<file path="config.mk">
export PLATFORM = sky130hd
export DESIGN_NAME = dco_cal_ctrl
export DESIGN_NICKNAME = d
export VERILOG_FILES = /design/src/rtl/dco_cal_pkg.sv /design/src/rtl/dco_cal_sync.sv /design/src/rtl/dco_cal_seq.sv /design/src/rtl/dco_cal_map.sv /design/src/rtl/dco_cal_ctrl.sv
export SDC_FILE = /design/constraint.sdc
export NUM_CORES = 1
export LEC_CHECK = 0
export BUFFER_PORTS_ARGS = -buffer_cell sky130_fd_sc_hd__buf_2
export CAP_MARGIN = 10
export CORE_AREA = 2 2 114 94
export CTS_CLUSTER_SIZE = 16
export DETAILED_ROUTE_END_ITERATION = 10
export DIE_AREA = 0 0 116 96
export PLACE_DENSITY = 0.43
export SLEW_MARGIN = 40
export SYNTH_ARGS = -nofsm -noshare
export SYNTH_HDL_FRONTEND = slang
export SYNTH_SLANG_ARGS = --single-unit
</file>
<file path="constraint.sdc">
create_clock -name clk_i -period 6.6 [get_ports clk_i]
set_input_delay 1.32 -clock clk_i [delete_from_list [all_inputs] [get_ports clk_i]]
set_output_delay 1.32 -clock clk_i [all_outputs]
set_load 0.02 [all_outputs]
</file>
<file path="src/rtl/dco_cal_pkg.sv">
package dco_cal_pkg;
  typedef enum logic [2:0] {
    ST_HOLD,
    ST_RUN,
    ST_SYNC,
    ST_EVAL,
    ST_DONE
  } cal_st_e;
endpackage

</file>
<file path="src/rtl/dco_cal_sync.sv">
module dco_cal_sync #(
  parameter int STAGES = 2
) (
  input  logic clk_i,
  input  logic rst_ni,
  input  logic d_i,
  output logic q_o
);
  logic [STAGES-1:0] ff;

  for (genvar i = 0; i < STAGES; i++) begin : g_stage
    always_ff @(posedge clk_i or negedge rst_ni) begin
      if (!rst_ni) ff[i] <= 1'b0;
      else if (i == 0) ff[i] <= d_i;
      else ff[i] <= ff[(i == 0) ? 0 : i-1];
    end
  end

  assign q_o = ff[STAGES-1];
endmodule

</file>
<file path="src/rtl/dco_cal_seq.sv">
module dco_cal_seq
  import dco_cal_pkg::*;
#(
  parameter int FINE_W      = 5,
  parameter int WAIT_W      = 8,
  parameter int SYNC_STAGES = 2
) (
  input  logic              clk_i,
  input  logic              rst_ni,
  input  logic              start_i,
  input  logic [WAIT_W-1:0] settle_i,
  input  logic              lead_i,
  output logic [FINE_W-1:0] fine_o,
  output logic              dis_o,
  output logic              done_o,
  output logic              error_o,
  output logic [FINE_W-1:0] cal_x_o
);
  localparam logic [FINE_W-1:0] FINE_MAX  = '1;
  localparam logic [WAIT_W-1:0] SYNC_LAST = WAIT_W'(SYNC_STAGES - 1);

  cal_st_e           st;
  logic [WAIT_W-1:0] cnt;
  logic [WAIT_W-1:0] run_last;

  assign run_last = (settle_i == '0) ? '0 : settle_i - 1'b1;

  always_ff @(posedge clk_i or negedge rst_ni) begin
    if (!rst_ni) begin
      st      <= ST_HOLD;
      cnt     <= '0;
      fine_o  <= '0;
      done_o  <= 1'b0;
      error_o <= 1'b0;
      cal_x_o <= '0;
    end else begin
      unique case (st)
        ST_HOLD: begin
          cnt <= '0;
          st  <= ST_RUN;
        end
        ST_RUN: begin
          if (cnt == run_last) begin
            cnt <= '0;
            st  <= ST_SYNC;
          end else cnt <= cnt + 1'b1;
        end
        ST_SYNC: begin
          // let the detector result cross the synchroniser
          if (cnt == SYNC_LAST) begin
            cnt <= '0;
            st  <= ST_EVAL;
          end else cnt <= cnt + 1'b1;
        end
        ST_EVAL: begin
          if (lead_i) begin
            cal_x_o <= fine_o;
            done_o  <= 1'b1;
            st      <= ST_DONE;
          end else if (fine_o == FINE_MAX) begin
            cal_x_o <= FINE_MAX;
            error_o <= 1'b1;
            done_o  <= 1'b1;
            st      <= ST_DONE;
          end else begin
            fine_o <= fine_o + 1'b1;
            st     <= ST_HOLD;
          end
        end
        ST_DONE: begin
          if (start_i) begin
            fine_o <= '0;
            done_o <= 1'b0;
            st     <= ST_HOLD;
          end
        end
        default: st <= ST_HOLD;
      endcase
    end
  end

  assign dis_o = (st == ST_HOLD) || (st == ST_EVAL);
endmodule

</file>
<file path="src/rtl/dco_cal_map.sv">
module dco_cal_map #(
  parameter int COARSE_W = 6,
  parameter int FINE_W   = 5
) (
  input  logic                       clk_i,
  input  logic                       rst_ni,
  input  logic                       done_i,
  input  logic [COARSE_W+FINE_W-1:0] code_i,
  input  logic [COARSE_W+FINE_W-1:0] ref_code_i,
  input  logic [FINE_W-1:0]          cal_x_i,
  output logic [COARSE_W+FINE_W-1:0] code_o,
  output logic                       chg_o
);
  localparam int CW = COARSE_W + FINE_W;

  logic [COARSE_W-1:0] coarse_in, coarse_prev;
  logic [FINE_W:0]     sum;
  logic [FINE_W-1:0]   fine_sat;

  assign coarse_in = code_i[CW-1:FINE_W];
  assign sum       = {1'b0, code_i[FINE_W-1:0]} + {1'b0, cal_x_i};
  assign fine_sat  = sum[FINE_W] ? '1 : sum[FINE_W-1:0];

  always_ff @(posedge clk_i or negedge rst_ni) begin
    if (!rst_ni) begin
      code_o      <= ref_code_i;
      chg_o       <= 1'b0;
      coarse_prev <= '0;
    end else begin
      coarse_prev <= coarse_in;
      chg_o       <= done_i && (coarse_in != coarse_prev);
      code_o      <= done_i ? {coarse_in, fine_sat} : ref_code_i;
    end
  end
endmodule

</file>
<file path="src/rtl/dco_cal_ctrl.sv">
module dco_cal_ctrl #(
  parameter int COARSE_W    = 6,
  parameter int FINE_W      = 5,
  parameter int WAIT_W      = 8,
  parameter int SYNC_STAGES = 2,
  parameter int CAL_COARSE  = 31
) (
  input  logic                       clk_i,
  input  logic                       rst_ni,
  input  logic                       start_i,
  input  logic [WAIT_W-1:0]          settle_cycles_i,
  input  logic                       pd_lead_i,
  input  logic [COARSE_W+FINE_W-1:0] ctrl_code_i,
  output logic [COARSE_W+FINE_W-1:0] main_code_o,
  output logic [COARSE_W+FINE_W-1:0] rep_code_o,
  output logic                       dco_dis_o,
  output logic                       done_o,
  output logic                       error_o,
  output logic [FINE_W-1:0]          cal_x_o,
  output logic                       coarse_chg_o
);
  localparam int CW = COARSE_W + FINE_W;
  localparam logic [COARSE_W-1:0] REF_COARSE = COARSE_W'(CAL_COARSE);
  localparam logic [COARSE_W-1:0] REP_COARSE = COARSE_W'(CAL_COARSE + 1);
  localparam logic [CW-1:0]       REF_CODE   = {REF_COARSE, {FINE_W{1'b1}}};

  logic              lead_sync;
  logic [FINE_W-1:0] rep_fine;

  dco_cal_sync #(.STAGES(SYNC_STAGES)) u_sync (
    .clk_i (clk_i),
    .rst_ni(rst_ni),
    .d_i   (pd_lead_i),
    .q_o   (lead_sync)
  );

  dco_cal_seq #(
    .FINE_W     (FINE_W),
    .WAIT_W     (WAIT_W),
    .SYNC_STAGES(SYNC_STAGES)
  ) u_seq (
    .clk_i   (clk_i),
    .rst_ni  (rst_ni),
    .start_i (start_i),
    .settle_i(settle_cycles_i),
    .lead_i  (lead_sync),
    .fine_o  (rep_fine),
    .dis_o   (dco_dis_o),
    .done_o  (done_o),
    .error_o (error_o),
    .cal_x_o (cal_x_o)
  );

  dco_cal_map #(.COARSE_W(COARSE_W), .FINE_W(FINE_W)) u_map (
    .clk_i     (clk_i),
    .rst_ni    (rst_ni),
    .done_i    (done_o),
    .code_i    (ctrl_code_i),
    .ref_code_i(REF_CODE),
    .cal_x_i   (cal_x_o),
    .code_o    (main_code_o),
    .chg_o     (coarse_chg_o)
  );

  assign rep_code_o = {REP_COARSE, rep_fine};
endmodule

</file>
# Word level (Yosys, flattened, before mapping)

Index checks and enable logic that the tools add are counted.

Add/subtract/negate cells: 4
Eq/ne operators: 14
Mux-type cells: 22
Bitwise gates (word level): 1
Reduce and logical (&&, ||, !) cells: 12

Operators by type and width:

| operator                                               | count |
|---|---|
| two-way mux 5 bit                                      | 6 |
| two-way mux 8 bit                                      | 3 |
| case mux 8 bit (3 select lines)                        | 1 |
| two-way mux 3 bit                                      | 5 |
| case mux 3 bit (5 select lines)                        | 1 |
| two-way mux 11 bit                                     | 1 |
| case mux 5 bit (2 select lines)                        | 1 |
| AND reduction 3 bit                                    | 3 |
| adder 8 x 1 -> 8 bit (second input constant)           | 1 |
| == test 8 x 1 -> 1 bit (second input constant)         | 1 |
| == test 8 bit                                          | 1 |
| logical NOT 8 bit                                      | 1 |
| subtractor 8 x 1 -> 8 bit (second input constant)      | 1 |
| adder 5 x 5 -> 6 bit                                   | 1 |
| == test 3 x 2 -> 1 bit (second input constant)         | 2 |
| inequality test 2 bit (second input constant)          | 3 |
| inequality test 6 bit                                  | 1 |
| adder 5 x 1 -> 5 bit (second input constant)           | 1 |
| == test 5 bit (second input constant)                  | 1 |
| inequality test 2 x 1 -> 1 bit (second input constant) | 2 |
| AND reduction 4 bit                                    | 1 |
| nonzero test 2 bit                                     | 2 |
| == test 3 x 1 -> 1 bit (second input constant)         | 1 |
| == test 3 bit (second input constant)                  | 1 |
| 9 further kinds                                        | 11 |

Bits in registers: 43
Input port bits: 23
Output and inout bits: 31
Logic and storage cells: 64

# Logic depth before layout (Yosys ltp)

Word-level depth: 5
Depth in mapped cells: 10
Gate-level depth less buffers: 9

# Least setup slack after synthesis

No wires, ideal clock.

Kind: input port to flip-flop
From: input port settle_cycles_i[2]
To: register u_seq.cnt[0]
Setup time: 126 ps
Data arrival time: 3,638 ps
Required time: 6,474 ps
Slack: 2,836 ps
Stages on the path: 8
Path buffers: 1
Path through: buf_6 -> or4_4 -> or4_4 -> a21o_1 -> a2111oi_4 -> o211ai_4 -> a22o_1 -> a221o_1

Longest elaborated chain between the ends: 5
Elaborated cells between the ends (all ways): 6
Classes of those cells: add/sub: 1; eq/ne: 1; mux: 3; reduce/logical: 1

Ends and longest elaborated chain:

| item                                                           | RTL line           | text |
|---|---|---|
| from (decl)                                                    | dco_cal_ctrl.sv:11 | `input logic [WAIT_W-1:0] settle_cycles_i,` |
| subtractor 8 x 1 -> 8 bit or logical NOT 8 bit (tied branches) | dco_cal_seq.sv:26  | `assign run_last = (settle_i == '0) ? '0 : settle_i - 1'b1;` |
| two-way mux 8 bit *                                            | dco_cal_seq.sv:26  |  |
| == test 8 bit *                                                | dco_cal_seq.sv:43  | `if (cnt == run_last) begin` |
| two-way mux 8 bit *                                            | dco_cal_seq.sv:43  |  |
| case mux 8 bit (3 select lines) *                              | dco_cal_seq.sv:37  | `unique case (st)` |
| to (signal assigned)                                           | dco_cal_seq.sv:46  | `end else cnt <= cnt + 1'b1;` |
| to (signal assigned)                                           | dco_cal_seq.sv:53  | `end else cnt <= cnt + 1'b1;` |
| to (decl)                                                      | dco_cal_seq.sv:23  | `logic [WAIT_W-1:0] cnt;` |

Every way passes the cells marked *; elsewhere a longest branch is shown, timed or not.
A chain may end at the register's enable or synchronous reset.

# Worst setup path in the final report

From: input port settle_cycles_i[2]
To: register u_seq.cnt[1]

Same word-level chain as after synthesis.

==> metrics <==
HPWL Detailed=4010 um; reg-to-reg slack, setup=4.18 ns; post-layout min period=3.76 ns; Vias=1916; CP delay by family, top=compound AO/OA/AOI/OAI gates; root buffer cell=clkbuf_16; Final TNS setup=0 ns; power share of the clock group=29.1%; final setup violation count=0; fraction of layout cells with a size suffix above 1=25.3%; unrepaired setup endpoints after global routing=false; number of gates resized after cts=0; I/O pin count=54; reg2reg start=u_seq.fine_o[0]; post-synthesis sequential area ratio=44.5%; Synth Register Bits=43; total CTS buffers=5; # rows=33; Most used DFF post-synth=dfrtp_1; Buffers on Ports=47; relative slew slack=58.1%; Max Buffers Root-to-Sink=2; crit-path cells=buf_2, or4_4, or4_4, a21o_1, a2111oi_4, o211ai_4, a21oi_1, o22ai_1; vias in the first global route=1774; GP Congestion=0.778; mapped cell area=2440 um^2; Worst EP arrival=3.90 ns; fill count=1098; die width=116 um; Post-route DRC=0; initial core utilization=24.5%; most common cell after layout, fill and taps aside=buf_2; clock edge transition at the registers on the reported setup and hold paths=0.06 ns; Hold Path Class=register to register; Least-Margin Pin Slew=0.623 ns; critical path's slowest cell=or4_4; Total GRT Usage=10.1%; # Max-Cap Violations=0; 1st-iter DRT viols=81; TritonRoute pass-1 iters=4; number of synthesized flops with an enable pin=0; Gate Count Post-Synth=247; Final Cycle Share=57.0%; internal power=0.710 mW; Worst Hold End=u_sync.q_o; Antenna Cells=0; Highest Clock Rate=266 MHz; initial antenna violation count=0; Crit. Startpoint=settle_cycles_i[2]; Most Frequent Cell on Critical Path=or4_4; die area=11100 um^2; Routed Antenna Nets=0; outcome=completed; first-pass GRT wire length=8800 um; crit path kind=primary input to register; hold_ws=0.355 ns; reg2reg end=u_seq.fine_o[3]; Cell variety after synth=53; crit path launch type=primary input; endpoints failing hold=0; hold path cells=0; worst reg-to-reg path cell count=9; vias per inst=4.47; Peak VDD IR=0.111 mV; GR Overflow Total=0; WL per Instance=12.6 um; share of power burned in registers=39.1%; CTS tree=built; sequential cell area=1090 um^2; largest net degree at the start of global routing=44; Req. time, crit path=6.73 ns; switching share of power=35.2%; Mean Syn Cell Area=9.90 um^2; Worst Setup End Kind=register; ys async rst share=100%; Die Y=96 um; YS warnings=0; Gate power share=31.9%; Max FO, Critical Path=9; PD cells=369 nW/um^2; H-tree Lvls=2; # nets final=322; Total Routed Length=5390 um; core area=9990 um^2; Final Max Slew Viols=0; total power=1.10 mW; Pleak=1.34 nW; TritonCTS Sinks=43; post-CTS setup repair buffer count=0; Worst-Skew Late Latency=0.28 ns; sw power=0.386 mW; multi-input logic area=1220 um^2; Area Overhead vs Synth=21.3%; number of hold buffers added after CTS=0; clk_skew=0.00512 ns; commonest non-fill, non-tap cells in the layout=buf_2 (46), dfrtp_1 (33), nand2_1 (20); CP peak stage delay=0.55 ns; WP buf/inv=1; min-delay src=u_sync.ff[0]
==> registers in the layout, summed over array words and instances, names as in the netlist <==
register / flops
u_sync.ff: 1
u_sync.q_o: 1
u_seq.cnt: 8
u_seq.done_o: 1
u_seq.cal_x_o: 5
u_map.coarse_prev: 6
u_seq.st: 3
u_seq.fine_o: 5
u_map.chg_o: 1
u_map.code_o: 11
u_seq.error_o: 1
==> worst max path at each step <==
stage,end,depth (start not counted)
2_1_floorplan,u_seq.cnt[0],8
3_3_place_gp,u_seq.cnt[4],8
3_5_place_dp,u_seq.cnt[1],8
4_1_cts,u_seq.cnt[1],8
5_1_grt,u_seq.cnt[4],10
6_report,u_seq.cnt[1],8
==> cell families after synthesis <==
| group | share of synthesized area [%] |
|---|---|
| AO/OA/AOI/OAI | 17.7 |
| XOR/XNOR | 6.45 |
| adder cells (fa/ha/maj) | 5.94 |
| buffers and inverters | 6.45 |
| flip-flops | 44.5 |
| other | 0.307 |
| AND/OR/NAND/NOR | 18.6 |
==> area by class of cell <==
cell class | count | share of cell area [%]
multi-input cells | 176 | 41.1
inverters | 15 | 1.90
repair buffers | 47 | 8.01
clock buffers | 6 | 4.34
flip-flops and latches | 43 | 36.7
well taps | 140 | 5.90
clock inverters | 2 | 2.02
==> cells in the mapped netlist, types with 3 or more instances <==
cell	number	area (um^2)
dfrtp_1	33	826
nand2_1	20	75.1
inv_1	15	56.3
o21ai_0	11	55.1
dfstp_2	10	263
ha_1	10	125
nand3_1	10	50.1
nor2_1	10	37.5
xor2_1	10	87.6
a21oi_1	9	45.0
clkbuf_1	9	33.8
xnor2_1	8	70.1
nand2b_1	7	43.8
nor3_1	7	35.0
a21o_1	6	45.0
buf_4	6	45.0
nand4_1	5	31.3
o22a_1	5	43.8
and3_1	4	25.0
nor3b_1	4	30.0
nor4_1	3	18.8
o22ai_1	3	18.8
==> metal layers <==
metal | GRT usage (%) | part of all wire [%] | up-vias
met4 | 2.98 | 0.82 | 0
met5 | 0 | 0 | -
met2 | 14.8 | 43 | 28
met3 | 2.20 | 3.2 | 4
li1 | - | - | 954
met1 | 15.0 | 52 | 930
==> power by group through the flow <==
stage	clock, mW	combinational, mW	sequential, mW
after detailed placement	0	0.353	0.434
after global routing	0.342	0.391	0.442
after CTS	0.329	0.354	0.431
after floorplan	0	0.218	0.457
after global placement	0	0.351	0.434
final	0.318	0.349	0.428
==> stage by stage <==
stage / utilization, % / instance area [um^2] / cells / worst slack, ns
3_5_place_dp: 27.8 / 2780 / 421 / 2.53
6_report: 29.7 / 2970 / 429 / 2.84
5_1_grt: 29.7 / 2970 / 429 / 2.66
4_1_cts: 29.7 / 2970 / 429 / 2.83
3_3_place_gp: 27.7 / 2770 / 421 / 2.59
2_1_floorplan: - / 2460 / 251 / 2.84
No activity file was read; power rests on OpenSTA's default activity.
